$ cat config.mk
export PLATFORM = sky130hd
export DESIGN_NAME = mem_pwr_seq
export DESIGN_NICKNAME = d
export VERILOG_FILES = /design/src/rtl/mem_pwr_seq.sv
export SDC_FILE = /design/constraint.sdc
export NUM_CORES = 1
export LEC_CHECK = 0
export ABC_AREA = 1
export BUFFER_PORTS_ARGS = -buffer_cell sky130_fd_sc_hd__buf_2
export CAP_MARGIN = 5
export CELL_PAD_IN_SITES_DETAIL_PLACEMENT = 1
export CELL_PAD_IN_SITES_GLOBAL_PLACEMENT = 2
export CORE_UTILIZATION = 31
export DETAILED_ROUTE_END_ITERATION = 10
export MAX_ROUTING_LAYER = met4
export PLACE_DENSITY = 0.8
export RECOVER_POWER = 100
export SYNTH_ARGS = -nofsm -noshare
export SYNTH_HDL_FRONTEND = slang
export SYNTH_SLANG_ARGS = --single-unit
$ cat constraint.sdc
create_clock -name clk -period 2.4 [get_ports clk]
set_input_delay 0.24 -clock clk [delete_from_list [all_inputs] [get_ports clk]]
set_output_delay 0.24 -clock clk [all_outputs]
set_load 0.005 [all_outputs]
$ cat src/rtl/mem_pwr_seq.sv
module mem_pwr_seq #(
  parameter int BANK_W   = 32,
  parameter int SOLO_W   = 8,
  parameter int T_SETTLE = 20,
  parameter int T_STEP   = 5,
  parameter int T_OFF    = 20000
) (
  input  logic              clk,
  input  logic              rst_n,
  input  logic              tick,
  input  logic              on_req,
  input  logic              off_req,
  input  logic [1:0]        variant,
  output logic              sw_off,
  output logic              iso_en,
  output logic [BANK_W-1:0] mem_pd_a,
  output logic [BANK_W-1:0] mem_pd_b,
  output logic [BANK_W-1:0] mem_pd_c,
  output logic [SOLO_W-1:0] mem_pd_s,
  output logic              dom_rst,
  output logic              clk_en,
  output logic              busy,
  output logic              dom_on,
  output logic              done,
  output logic              err
);
  localparam int PAIRS   = BANK_W / 2;
  localparam int IDX_MAX = (PAIRS > SOLO_W) ? PAIRS : SOLO_W;
  localparam int IDX_W   = (IDX_MAX > 1) ? $clog2(IDX_MAX) : 1;
  localparam int T_BIG   = (T_OFF > T_SETTLE) ? ((T_OFF > T_STEP) ? T_OFF : T_STEP)
                                              : ((T_SETTLE > T_STEP) ? T_SETTLE : T_STEP);
  localparam int CNT_W   = $clog2(T_BIG + 1);

  typedef enum logic [2:0] {
    S_IDLE, S_HEAD, S_MEM, S_TAIL, S_ISO_REL, S_RST_REL, S_CLK_ON, S_OFF
  } state_t;

  state_t           st;
  logic [CNT_W-1:0] cnt;
  logic [1:0]       bk;
  logic [IDX_W-1:0] idx;
  logic             fin, down, ext;
  logic             ld;
  logic [CNT_W-1:0] ld_val;

  wire start   = (st == S_IDLE) && (on_req || off_req) && (variant < 2'd2);
  wire refuse  = (st == S_IDLE) && (on_req || off_req) && (variant >= 2'd2);
  wire expire  = tick && (cnt == CNT_W'(1));
  wire do_step = expire && ((st == S_HEAD) || (st == S_MEM && !fin));
  wire last    = (bk == 2'd3) ? (int'(idx) == SOLO_W - 1) : (int'(idx) == PAIRS - 1);

  assign busy = (st != S_IDLE);

  always_comb begin
    ld = 1'b0;
    ld_val = '0;
    case (st)
      S_IDLE: if (start)  begin ld = 1'b1; ld_val = CNT_W'(T_SETTLE); end
      S_HEAD: if (expire) begin ld = 1'b1; ld_val = CNT_W'(T_STEP); end
      S_MEM:  if (expire) begin ld = 1'b1; ld_val = fin ? CNT_W'(T_SETTLE) : CNT_W'(T_STEP); end
      S_TAIL: if (expire && down) begin ld = 1'b1; ld_val = CNT_W'(T_OFF); end
      default: ;
    endcase
  end

  always_ff @(posedge clk or negedge rst_n) begin
    if (!rst_n)                 cnt <= '0;
    else if (ld)                cnt <= ld_val;
    else if (tick && cnt != '0) cnt <= cnt - 1'b1;
  end

  always_ff @(posedge clk or negedge rst_n) begin
    if (!rst_n) begin
      mem_pd_a <= '1;
      mem_pd_b <= '1;
      mem_pd_c <= '1;
      mem_pd_s <= '1;
      bk  <= '0;
      idx <= '0;
      fin <= 1'b0;
    end else if (start) begin
      bk  <= '0;
      idx <= '0;
      fin <= 1'b0;
    end else if (do_step) begin
      case (bk)
        2'd0:    mem_pd_a[2*int'(idx) +: 2] <= {2{down}};
        2'd1:    mem_pd_b[2*int'(idx) +: 2] <= {2{down}};
        2'd2:    mem_pd_c[2*int'(idx) +: 2] <= {2{down}};
        default: mem_pd_s[int'(idx)]        <= down;
      endcase
      if (last) begin
        idx <= '0;
        case (bk)
          2'd0:    bk <= 2'd1;
          2'd1:    bk <= ext ? 2'd2 : 2'd3;
          2'd2:    bk <= 2'd3;
          default: fin <= 1'b1;
        endcase
      end else begin
        idx <= idx + 1'b1;
      end
    end
  end

  always_ff @(posedge clk or negedge rst_n) begin
    if (!rst_n) begin
      st      <= S_IDLE;
      down    <= 1'b0;
      ext     <= 1'b0;
      sw_off  <= 1'b1;
      iso_en  <= 1'b1;
      dom_rst <= 1'b1;
      clk_en  <= 1'b0;
      dom_on  <= 1'b0;
      done    <= 1'b0;
      err     <= 1'b0;
    end else begin
      done <= 1'b0;
      err  <= refuse;
      case (st)
        S_IDLE: if (start) begin
          down <= !on_req;
          ext  <= variant[0];
          if (on_req) sw_off <= 1'b0;
          else        iso_en <= 1'b1;
          st <= S_HEAD;
        end
        S_HEAD: if (expire) st <= S_MEM;
        S_MEM:  if (expire && fin) st <= S_TAIL;
        S_TAIL: if (expire) begin
          if (down) begin
            sw_off <= 1'b1;
            st     <= S_OFF;
          end else begin
            dom_rst <= 1'b1;
            st      <= S_ISO_REL;
          end
        end
        S_ISO_REL: begin iso_en  <= 1'b0; st <= S_RST_REL; end
        S_RST_REL: begin dom_rst <= 1'b0; st <= S_CLK_ON;  end
        S_CLK_ON: begin
          clk_en <= 1'b1;
          dom_on <= 1'b1;
          done   <= 1'b1;
          st     <= S_IDLE;
        end
        S_OFF: if (expire) begin
          clk_en <= 1'b0;
          dom_on <= 1'b0;
          done   <= 1'b1;
          st     <= S_IDLE;
        end
        default: st <= S_IDLE;
      endcase
    end
  end
endmodule

### Word-level counts from Yosys, hierarchy flattened

Index checks and enable logic that the tools add are counted.

* output and inout port bits: 112
* register bits: 137
* input bits: 7
* word-level logic and storage cells: 143

* muxes and demuxes: 52
* eq/ne operators: 23
* $add $sub $neg: 3
* shift-type cells: 2
* bitwise gates (word level): 2
* order comparisons: 4
* reduce and logical (&&, ||, !) cells: 40

Operators with widths (count)
* 32-bit bitwise mux: 3
* 15-bit one-hot mux with 4 select lines: 1
* 15-bit 2-to-1 mux: 3
* 5-bit negation with 33-bit output: 1
* 2-bit by 33-bit variable shift with 32-bit output (first input constant): 1
* 2-bit by 33-bit indexed part select with 32-bit output: 1
* 3-bit one-hot mux with 8 select lines: 1
* 3-bit AND reduction: 8
* 1-bit 2-to-1 mux: 19
* 3-bit 2-to-1 mux: 6
* 2-bit != test (second input constant): 8
* 15-bit by 1-bit equality test with 1-bit output (second input constant): 1
* 5-bit 2-to-1 mux: 3
* 15-bit nonzero test: 1
* 15-bit by 1-bit subtractor with 15-bit output (second input constant): 1
* 2-bit nonzero test: 7
* 3-bit equality test (second input constant): 4
* 4-bit 2-to-1 mux: 3
* 1-bit logical AND: 10
* 1-bit one-hot mux with 2 select lines: 5
* 5-bit AND reduction: 2
* 8-bit bitwise mux: 1
* 2-bit 2-to-1 mux: 4
* 3-bit by 2-bit equality test with 1-bit output (second input constant): 2
* other kinds (24): 30

### Logic depth before layout (Yosys ltp)

Gate-level depths: netlist of the first run.

* depth after elaboration: 6
* gate-level depth with buffers: 13
* depth with buffers taken out: 13

### Worst setup path before layout of the first run

No wires, ideal clock.

* path type: flip-flop to flip-flop
* start point: register idx[2]
* end point: register mem_pd_a[23]
* slack: 0.409 ns
* clock period less this slack: 1.991 ns
* path buffers: 3
* arrival: 1.910 ns
* setup time: 0.081 ns
* stages on the path, launching flop included: 12
* data required time: 2.319 ns
* cell sequence: dfrtp_1 -> buf_2 -> inv_2 -> nand2_1 -> nor2_1 -> ha_1 -> clkbuf_2 -> inv_1 -> clkbuf_1 -> nand3_1 -> o21ai_0 -> nand2_1

* longest elaborated chain between the ends: 3
* elaborated cells between the ends (all ways): 4
* classes of those cells: add/sub (1); shift (2); mux (1)

Ends and longest elaborated chain
* from (decl): RTL line 41 `logic [IDX_W-1:0] idx;`
* from (signal assigned): RTL line 101 `idx <= idx + 1'b1;`
* 5-bit negation with 33-bit output *: RTL line 87 `2'd0: mem_pd_a[2*int'(idx) +: 2] <= {2{down}};`
* 2-bit by 33-bit indexed part select with 32-bit output / 2-bit by 33-bit variable shift with 32-bit output (equally long branches): RTL line 87
* 32-bit bitwise mux *: RTL line 87
* to (signal, indexed assignment): RTL line 87
* to (decl): RTL line 16 `output logic [BANK_W-1:0] mem_pd_a,`

Mark *: on every way between the ends. The rest lies on a longest branch, timed or not.
A chain may end at the register's enable or synchronous reset.

### Worst setup path in the final report of the first run

* start point: register idx[2]
* end point: register mem_pd_b[11]

* longest elaborated chain between the ends: 3
* elaborated cells between the ends (all ways): 4
* classes of those cells: add/sub (1); shift (2); mux (1)

Ends and longest elaborated chain
* 5-bit negation with 33-bit output *: RTL line 88 `2'd1: mem_pd_b[2*int'(idx) +: 2] <= {2{down}};`
* 2-bit by 33-bit indexed part select with 32-bit output / 2-bit by 33-bit variable shift with 32-bit output (equally long branches): RTL line 88
* 32-bit bitwise mux *: RTL line 88
* to (signal, indexed assignment): RTL line 88
* to (decl): RTL line 17 `output logic [BANK_W-1:0] mem_pd_b,`

Marks and branches as above.

==> summary.md, run 1 <==
| Metric | Value |
|---|---|
| Outcome | finished, violations left |
| Failing checks | max-capacitance violations, max-slew violations |
| Final Instance Count excl. Fillers | 1004 |
| Hold_buf cts | 0 |
| Worst-skew pair later-pin latency | 0.35 ns |
| Slowest CP cell | dfrtp_1 |
| Met1 Use GR | 21.9% |
| Crit path depth | 8 |
| WP buf/inv | 2 |
| Area share of the largest cell type after synthesis | 28.4% |
| Die height | 135 um |
| Fmax | 458 MHz |
| Syn Std Cell Area | 5470 um^2 |
| CTS Buf Count | 9 |
| I/O pin count | 119 |
| Area Overhead vs Synth | 12.2% |
| Max FO, Critical Path | 11 |
| Tmin final | 2.18 ns |
| Leading area contributor after synthesis | dfstp_2 |
| Seq/Total Area, Yosys | 42.1% |
| Clk sinks | 89 |
| R2R depth | 8 |
| WL/cell | 15.4 um |
| Rel. slew slack | -12.1% |
| Hold depth | 3 |
| Sw frac | 31.0% |
| First-pass GRT wire length | 25200 um |
| Placed cell areas | 5950 um^2 |
| Clock transition at path regs | 0.07 ns |
| GRT overflow | 0 |
| Synth Flop Type | dfstp_2 |
| Crit-path cells | inv_2 -> nand2_1 -> nor2_1 -> ha_1 -> inv_1 -> nor3_1 -> nand3_1 -> nand2_1 |
| Final net count | 794 |
| Initial DRT Pass Iterations | 4 |
| Synth cell count leaders | nand2_1, nand3_1, dfstp_2, nor2_1 |
| Most common cell in the netlist | nand2_1 |
| Max IR drop VDD | 0.385 mV |
| Most used cell, CP | nand2_1 |
| LEAKAGE | 3.03 nW |
| Cell row count | 48 |
| CP required | 2.69 ns |
| Post-Syn Area per Cell | 7.81 um^2 |
| Die Area | 18200 um^2 |
| # H-tree levels | 3 |
| Post-DP HPWL | 11800 um |
| Hold Violations, Final | 0 |
| Placed cell count | 988 |
| DRT iter0 DRCs | 164 |
| Max Root-Sink Buffers | 2 |
| Sequential share of power | 45.3% |
| Final Cycle Share | 90.9% |
| Post-route DRC | 0 |
| Clock Skews | 0.00666 ns |
| Worst path max stage delay | 0.51 ns |
| Combinational group share of total power | 17.9% |
| Clk pwr share | 36.8% |
| GRT met2 Usage | 31.7% |
| Final Cell Area | 6140 um^2 |
| Core ar. | 17200 um^2 |
| Sw power | 0.00116 W |
| Initial antenna violation count | 0 |
| Total number of yosys warnings | 0 |
| Mapped Cells | 700 |
| RSZ-0062 raised after global routing | no |
| Via Count | 4759 |
| Worst Tran Pin Value | 1.68 ns |
| Final ANT Viol Nets | 0 |
| CP endpoint kind | flip-flop |
| Final-report setup violation count | 0 |
| Post-synthesis register bit count | 89 |
| Die width | 135 um |
| CP Class | reg2reg |
| Routing usage on met3 | 2.40% |
| Root Buffer | clkbuf_16 |
| Maxcap violations | 1 |
| IO buf count | 118 |
| Data arrival time of the worst path | 2.47 ns |
| Hold crit path type | in2reg |
| Vias in the first global route | 4869 |
| Syn nets | 720 |
| EDFF count, synth | 0 |
| Total wire length | 15500 um |
| GR peak layer | met2 |
| Setup TNS | 0 ns |
| Largest net degree at the start of global routing | 64 |
| Synth area leaders | dfstp_2, nand2_1, dfrtp_1 |
| Total track usage | 18.4% |
| Share of cells above drive strength 1 | 18.1% |
| WHS | 0.121 ns |
| Fin. max-slew vios | 64 |
| Synth async-reset ratio | 100% |
| Internal power | 0.00258 W |
| Critical Path Start Type | flip-flop |
| Gpl congestion | 0.823 |
| Initial Util | 31.7% |
| Yosys cell types | 40 |
| Diode count | 0 |
| CTS tree | built |
| Vias per cell | 4.74 |
| Power per cell area | 609 nW/um^2 |
| CP top delay family | simple AND/OR/NAND/NOR gates |
## worst min-delay path, stage by stage
cell     delay [ns]
buf_2          0.09
nand2_1        0.05
nand2_1        0.05
## sequential cells by signal, indices dropped and copies added (netlist names)
name / count
mem_pd_a: 16
mem_pd_b: 16
mem_pd_c: 16
cnt: 15
mem_pd_s: 8
idx: 4
st: 3
bk: 2
dom_on: 1
dom_rst: 1
done: 1
down: 1
err: 1
ext: 1
fin: 1
iso_en: 1
sw_off: 1
## final cells by class
type                       count  area (um^2)
fill                        2150        11100
multi-input combinational    491         2460
sequential                    89         2300
timing repair buffer         126          596
tap                          225          282
clock buffer                  12          258
inverter                      57          216
clock inverter                 4         26.3
## per-stage QoR
step | setup WS [ns] | util [%] | power (W)
5_1_grt | 0.00834 | 35.6 | 0.00394
2_1_floorplan | 0.409 | - | 0.00219
4_1_cts | 0.0737 | 36.2 | 0.00381
3_5_place_dp | 0.106 | 34.5 | 0.00241
6_report | 0.217 | 35.6 | 0.00374
3_3_place_gp | 0.146 | 34.5 | 0.00238
## cell families after synthesis
group	Yosys count	synth area share, %
compound gates	68	6.82
buf+inv	120	12.5
flops	89	42.1
fa+ha+maj	13	2.98
xor+xnor	11	1.76
simple gates	399	33.9
## power by group through the flow
stage	Combinational [W]	Clock, W	Sequential (W)
finish	0.000668	0.00137	0.00169
global route	0.000765	0.00147	0.00170
CTS	0.000695	0.00142	0.00170
global placement	0.000663	0	0.00172
detailed placement	0.000688	0	0.00172
floorplan	0.000504	0	0.00169
## cells in the final DEF (no fill, tap or decap), drive strengths merged
cell type  count
o211ai         2
o21ai         58
nor3          17
nand4         10
nor2          76
clkbuf        52
a21oi          5
nand2        211
a31oi          1
buf           86
ha            13
nand3b         1
clkinvlp       1
and2           1
dfstp         59
or2            1
clkinv         4
nand3         81
inv           56
o21ba          1
nor4           1
o2111ai        1
xor2           4
xnor2          7
dfrtp         30
## final timing paths
check	start	end	slack, ns
min in group asynchronous	rst_n	cnt[10]$_DFFE_PN0P_	0.33
worst max register to register	idx[2]$_DFFE_PN0P_	mem_pd_b[11]$_DFFE_PN1P_	0.22
max in group asynchronous	rst_n	mem_pd_a[27]$_DFFE_PN1P_	0.64
worst min register to register	mem_pd_s[6]$_DFFE_PN1P_	mem_pd_s[6]$_DFFE_PN1P_	0.47
worst max-delay path	idx[2]$_DFFE_PN0P_	mem_pd_b[11]$_DFFE_PN1P_	0.22
worst min-delay path	variant[0]	ext$_DFFE_PN0P_	0.12
## repair_timing
| item | CTS | global route |
|---|---|---|
| endpoints found under the setup margin | 0 | 7 |
| hold endpoints to repair | 0 | 0 |
| resized for setup | 0 | 3 |
| buffers inserted | 0 | 0 |
## metal layers
layer | vias to the layer above | wire length (um) | share of wire [%]
li1 | 2351 | - | -
met1 | 2292 | 7070 | 46
met2 | 94 | 7640 | 49
met3 | 22 | 498 | 3.2
met4 | 0 | 282 | 1.8
met5 | - | 0 | 0
No activity file was read; power rests on OpenSTA's default activity.
==> run 2: changes to the inputs <==
- clock period: 2.4 -> 2.23 ns (I/O delays scaled with it)
==> run 2 against run 1 <==
Net effect:
- the run now ends clean
- clock power rose by 12%
- clock skew decreased by 0.0015 ns
- sequential cell count stayed put
- sequential power up 8%
- critical endpoint is now mem_pd_c[17]$_DFFE_PN1P_
- highest routed layer unchanged
==> summary.md, run 2 (same netlist as run 1, synthesis figures left out) <==
| Metric | Value |
|---|---|
| WL/cell | 15.0 um (-2.8%) |
| Total track usage | 18.1% (-0.36 points) |
| Vias in the first global route | 4874 (+0.10%) |
| Root Buffer | clkbuf_16 |
| Outcome | finished clean |
| Area Overhead vs Synth | 14.1% |
| LEAKAGE | 3.14 nW (+3.5%) |
| Clk sinks | 89 (unchanged) |
| Maxcap violations | 0 (-1) |
| WL met1 | 7120 um (+0.75%) |
| Tmin final | 2.03 ns (-0.149 ns) |
| Largest net degree at the start of global routing | 49 (-23%) |
| Max Root-Sink Buffers | 2 (unchanged) |
| Clock Skews | 0.00514 ns (-0.00152 ns) |
| Final Worst Setup Slack | 0.197 ns (-0.0206 ns) |
| Die width | 135 um (unchanged) |
| Pre-CTS setup slack | 0.162 ns (+0.0552 ns) |
| Fmax | 492 MHz (+7.3%) |
| Fin. max-slew vios | 0 (-100%) |
| Diode count | 0 (unchanged) |
| CP endpoint kind | flip-flop |
| Gpl congestion | 0.813 (-1.3%) |
| Uppermost layer routed | met4 |
| Setup TNS | 0 ns (unchanged) |
| GRT overflow | 0 (unchanged) |
| Post-DP HPWL | 11600 um (-1.8%) |
| Most common cell after layout, fill and taps aside | nand2_1 |
| Post-route DRC | 0 (unchanged) |
| Wire length on met3 | 562 um (+13%) |
| Clock transition at path regs | 0.07 ns (about the same) |
| Tot Pwr | 0.00409 W (+9.5%) |
| CP Class | reg2reg |
| Final ANT Viol Nets | 0 (unchanged) |
| I/O pin count | 119 (unchanged) |
| Final Cycle Share | 91.2% (+0.23 points) |
| CTS tree | built |
| Top flop regs | mem_pd_a x16, mem_pd_b x16, mem_pd_c x16 |
| Share of cells above drive strength 1 | 20.4% (+2.3 points) |
| Max IR drop VDD | 0.456 mV (+18%) |
| RSZ-0062 raised after global routing | no |
| Hold Violations, Final | 0 (unchanged) |
| Rel. slew slack | 12.6% (+25 points) |
| Vias per cell | 4.75 (+0.11%) |
| DRT iter0 DRCs | 178 (+8.5%) |
| Worst-skew pair later-pin latency | 0.35 ns (about the same) |
| CTS Buf Count | 9 (unchanged) |
| Via Count | 4821 (+1.3%) |
| Total wire length | 15200 um (-1.6%) |
| WL met2 | 7360 um (-3.7%) |
| Final Cell Area | 6240 um^2 (+1.6%) |
| Data arrival time of the worst path | 2.29 ns (-0.18 ns) |
| Hold crit path type | in2reg |
| Worst Tran Pin Value | 1.31 ns (-0.371 ns) |
| Initial antenna violation count | 0 (unchanged) |
| # H-tree levels | 3 (unchanged) |
| Final net count | 806 (+1.5%) |
| Initial Util | 31.7% (unchanged) |
| IO buf count | 118 (unchanged) |
| First-pass GRT wire length | 25000 um (-0.82%) |
| Initial DRT Pass Iterations | 4 (unchanged) |
| Die height | 135 um (unchanged) |
| Cell row count | 48 (unchanged) |
| Placed cell areas | 6020 um^2 (+1.1%) |
| Final-report setup violation count | 0 (unchanged) |
| CP required | 2.49 ns (-0.20 ns) |
| Critical Path Start Type | flip-flop |
| Most frequent cells in the layout | nand2_1, buf_2, nand3_1 |
| Core ar. | 17200 um^2 (unchanged) |
| Die Area | 18200 um^2 (unchanged) |
| Power per cell area | 656 nW/um^2 (+7.8%) |
| Max FO, Critical Path | 12 (+1) |
-- run 2: report_power, final --
part	switching [W]	internal, W	leakage (nW)
combinational	0.000477	0.000273	1.98
sequential	0.000109	0.00171	1.01
clock	0.000745	0.000781	0.143
-- run 2: routing by layer --
layer  track usage [%]  vias to the layer above
met3              2.97                       15
met2              30.1                       98
met4              5.06                        0
met5                 -                        -
met1              22.6                     2332
li1                  -                     2376
-- run 2: cell type report --
| cell class | count | area, um^2 |
|---|---|---|
| Clock buffer | 9 | 225 |
| Clock inverter | 7 | 60.1 |
| Fill cell | 2181 | 11000 |
| Inverter | 57 | 216 |
| Multi-Input combinational cell | 491 | 2440 |
| Sequential cell | 89 | 2300 |
| Tap cell | 225 | 282 |
| Timing Repair Buffer | 138 | 708 |
-- run 2: metrics by stage --
stage                     utilization (%)  cells  hold WS, ns
after floorplan                         -    700      -0.0726
after global placement               34.9    997        0.303
after detailed placement             34.9    997        0.314
after CTS                            36.6   1014       0.0838
after global routing                 36.2   1016        0.137
final                                36.2   1016        0.112
-- run 2: path summary, 6_finish.rpt --
kind                                               from                       end  slack (ns)  depth (start not counted)
worst max-delay path                 cnt[1]$_DFFE_PN0P_  mem_pd_c[17]$_DFFE_PN1P_        0.20                         10
worst min-delay path                         variant[0]           ext$_DFFE_PN0P_        0.11                          3
worst max register to register       cnt[1]$_DFFE_PN0P_  mem_pd_c[17]$_DFFE_PN1P_        0.20                         10
worst min register to register  mem_pd_s[0]$_DFFE_PN1P_   mem_pd_s[0]$_DFFE_PN1P_        0.48                          2
max in group asynchronous                         rst_n  mem_pd_c[15]$_DFFE_PN1P_        0.28                          3
min in group asynchronous                         rst_n       cnt[10]$_DFFE_PN0P_        0.68                          2
-- run 2: worst max-delay path: stages, from the launching register on --
cell and delay (ns):
dfrtp_1 0.38, inv_1 0.12, ha_1 0.19, nand2_1 0.06
nor2_1 0.17, nand3_1 0.10, nor2_1 0.20, buf_12 0.17
buf_4 0.18, nand3_1 0.13, o21ai_0 0.24
-- run 2: repair_timing --
action	4_1_cts	5_1_grt
hold buffers	1	0
endpoints found under the setup margin	0	10
resized for setup	0	2
setup buffers	0	2
endpoints found under the hold margin	30	0
==> run 3: changes to the inputs <==
- REMOVE_ABC_BUFFERS: unset -> 1
==> run 3 against run 2 <==
Net effect:
- setup slack worse by 0.021 ns
- count of clock-buffer cells in the layout up 2
- critical path depth is 2 lower
- via count about the same
- final area down 0.54%
- sequential cell count stayed put
- core utilization decreased by 0.20 points
- clock skew is 0.0052 ns higher
- final cell count down 0.69%
- first-iteration DRC count fell by 29%
- die area unchanged
- non-clock buffer count decreased by 7
- critical endpoint is now mem_pd_a[1]$_DFFE_PN1P_
- largest cell class unchanged
- highest routed layer unchanged
==> summary.md, run 3 (same netlist as run 1, synthesis figures left out) <==
| Metric | Value |
|---|---|
| Initial Util | 31.7% (unchanged) |
| Setup TNS | 0 ns (unchanged) |
| WL/cell | 15.3 um (+2.3%) |
| Die width | 135 um (unchanged) |
| Gpl congestion | 0.865 (+6.4%) |
| Hold Violations, Final | 0 (unchanged) |
| Placed cell count | 992 (-0.50%) |
| Final Instance Count excl. Fillers | 1009 (-0.69%) |
| IO buf count | 118 (unchanged) |
| Initial DRT Pass Iterations | 4 (unchanged) |
| Final Cycle Share | 92.1% (+0.95 points) |
| Fmax | 487 MHz (-1.0%) |
| # H-tree levels | 3 (unchanged) |
| Via Count | 4820 (-0.021%) |
| Total wire length | 15500 um (+1.6%) |
| Share of cells above drive strength 1 | 19.4% (-0.97 points) |
| Clock transition at path regs | 0.07 ns (about the same) |
| Root Buffer | clkbuf_16 |
| Top flop regs | mem_pd_a x16, mem_pd_b x16, mem_pd_c x16 |
| Worst Tran Pin Value | 1.32 ns (+0.00803 ns) |
| Largest net degree at the start of global routing | 48 (-2.0%) |
| CP endpoint kind | flip-flop |
| Outcome | finished clean |
| WP buf/inv | 2 (-1) |
| Die height | 135 um (unchanged) |
| Most used cell, CP | nand2_1 |
| Post-route DRC | 0 (unchanged) |
| Data arrival time of the worst path | 2.34 ns (+0.05 ns) |
| Area Overhead vs Synth | 13.5% |
| Hold crit path type | in2reg |
| Maxcap violations | 0 (unchanged) |
| Final Worst Setup Slack | 0.175 ns (-0.0213 ns) |
| Most common cell after layout, fill and taps aside | nand2_1 |
| First-pass GRT wire length | 25600 um (+2.6%) |
| Core ar. | 17200 um^2 (unchanged) |
| Vias per cell | 4.78 (+0.67%) |
| Vias in the first global route | 5062 (+3.9%) |
| Final ANT Viol Nets | 0 (unchanged) |
| Clk sinks | 89 (unchanged) |
| Setup Buffers After CTS | 0 (unchanged) |
| CTS tree | built |
| Worst-skew pair later-pin latency | 0.35 ns (about the same) |
| Final Cell Area | 6200 um^2 (-0.54%) |
| Final-report setup violation count | 0 (unchanged) |
| RSZ-0062 raised after global routing | no |
| I/O pin count | 119 (unchanged) |
| LEAKAGE | 3.06 nW (-2.6%) |
| Max FO, Critical Path | 9 (-3) |
| Slowest CP cell | nor3_1 |
| Rel. slew slack | 12.0% (-0.54 points) |
| CP Class | reg2reg |
| Power per cell area | 642 nW/um^2 (-2.1%) |
| Tmin final | 2.05 ns (+0.0213 ns) |
| Crit-path cells | inv_1 -> nand2_1 -> nor2_1 -> ha_1 -> clkbuf_2 -> nor3_1 -> nand3_1 -> nand2_1 |
| Most frequent cells in the layout | nand2_1, buf_2, nand3_1 |
| Diode count | 0 (unchanged) |
| CP required | 2.51 ns (+0.02 ns) |
| Total track usage | 18.4% (+0.35 points) |
| Initial antenna violation count | 0 (unchanged) |
| Pre-CTS setup slack | 0.193 ns (+0.0318 ns) |
| Fin. max-slew vios | 0 (unchanged) |
| Clock Skews | 0.0104 ns (+0.00523 ns) |
| Post-DP HPWL | 11800 um (+1.2%) |
| CTS Buf Count | 9 (unchanged) |
| Worst path max stage delay | 0.48 ns (+0.10 ns) |
| Cell row count | 48 (unchanged) |
| Critical Path Start Type | flip-flop |
| Max Root-Sink Buffers | 2 (unchanged) |
| Final net count | 799 (-0.87%) |
| Die Area | 18200 um^2 (unchanged) |
| CP top delay family | simple AND/OR/NAND/NOR gates |
| Max IR drop VDD | 0.352 mV (-23%) |
| Placed cell areas | 5980 um^2 (-0.62%) |
| GRT overflow | 0 (unchanged) |
| DRT iter0 DRCs | 127 (-29%) |
==> run 3: cell count changes in the layout (fill, tap and decap cells not counted), sizes merged <==
cell,previous run,this run
clkinv,2,3
inv,62,57
clkinvlp,0,2
buf,102,90
clkbuf,44,51
==> run 3: through the flow <==
stage | utilization [%] | total power, W | hold WS, ns
floorplan | - | 0.00235 | -0.0726
global placement | 34.7 | 0.00254 | 0.304
detailed placement | 34.7 | 0.00257 | 0.308
CTS | 36.4 | 0.00407 | 0.0751
global route | 36.0 | 0.00423 | 0.0905
finish | 36.0 | 0.00398 | 0.0894
==> run 3: worst reg2reg max path: cells and delay by family (launching register included) <==
| family | cells | cell delay (ns) |
|---|---|---|
| flip-flops | 1 | 0.38 |
| adder cells (fa/ha/maj) | 1 | 0.34 |
| AND/OR/NAND/NOR | 5 | 0.89 |
| buffers and inverters | 2 | 0.38 |
==> run 3: timing repair <==
item,in CTS,in global routing
endpoints found under the setup margin,0,14
gates resized for setup,0,1
hold endpoints to repair,30,0
hold buffers,1,0
==> run 3: power breakdown <==
| group | switching (W) | internal, W |
|---|---|---|
| clock network | 0.000663 | 0.000793 |
| logic | 0.000465 | 0.000246 |
| registers | 0.000107 | 0.00171 |
| total | 0.00124 | 0.00275 |
==> run 3: per-layer routing <==
layer / track usage [%] / vias up / wire [um]
li1: - / 2354 / -
met1: 21.8 / 2357 / 6880
met2: 32.4 / 92 / 7860
met3: 2.67 / 17 / 487
met4: 5.06 / 0 / 252
met5: - / - / 0
==> run 3: layout make-up <==
class	count	area, um^2
clock inverters	5	41.3
inverters	57	216
repair buffers	131	651
fillers	2141	11000
multi-input cells	491	2470
flip-flops and latches	89	2300
clock buffers	11	243
well taps	225	282
==> run 3: final timing paths <==
check	end	slack (ns)	startpoint	cells after the start
worst max-delay path	mem_pd_a[1]$_DFFE_PN1P_	0.18	idx[1]$_DFFE_PN0P_	8
worst min-delay path	ext$_DFFE_PN0P_	0.09	variant[0]	3
worst max register to register	mem_pd_a[1]$_DFFE_PN1P_	0.18	idx[1]$_DFFE_PN0P_	8
worst min register to register	mem_pd_c[5]$_DFFE_PN1P_	0.47	mem_pd_c[5]$_DFFE_PN1P_	2
max in group asynchronous	mem_pd_b[1]$_DFFE_PN1P_	0.60	rst_n	3
min in group asynchronous	err$_DFF_PN0_	0.74	rst_n	2
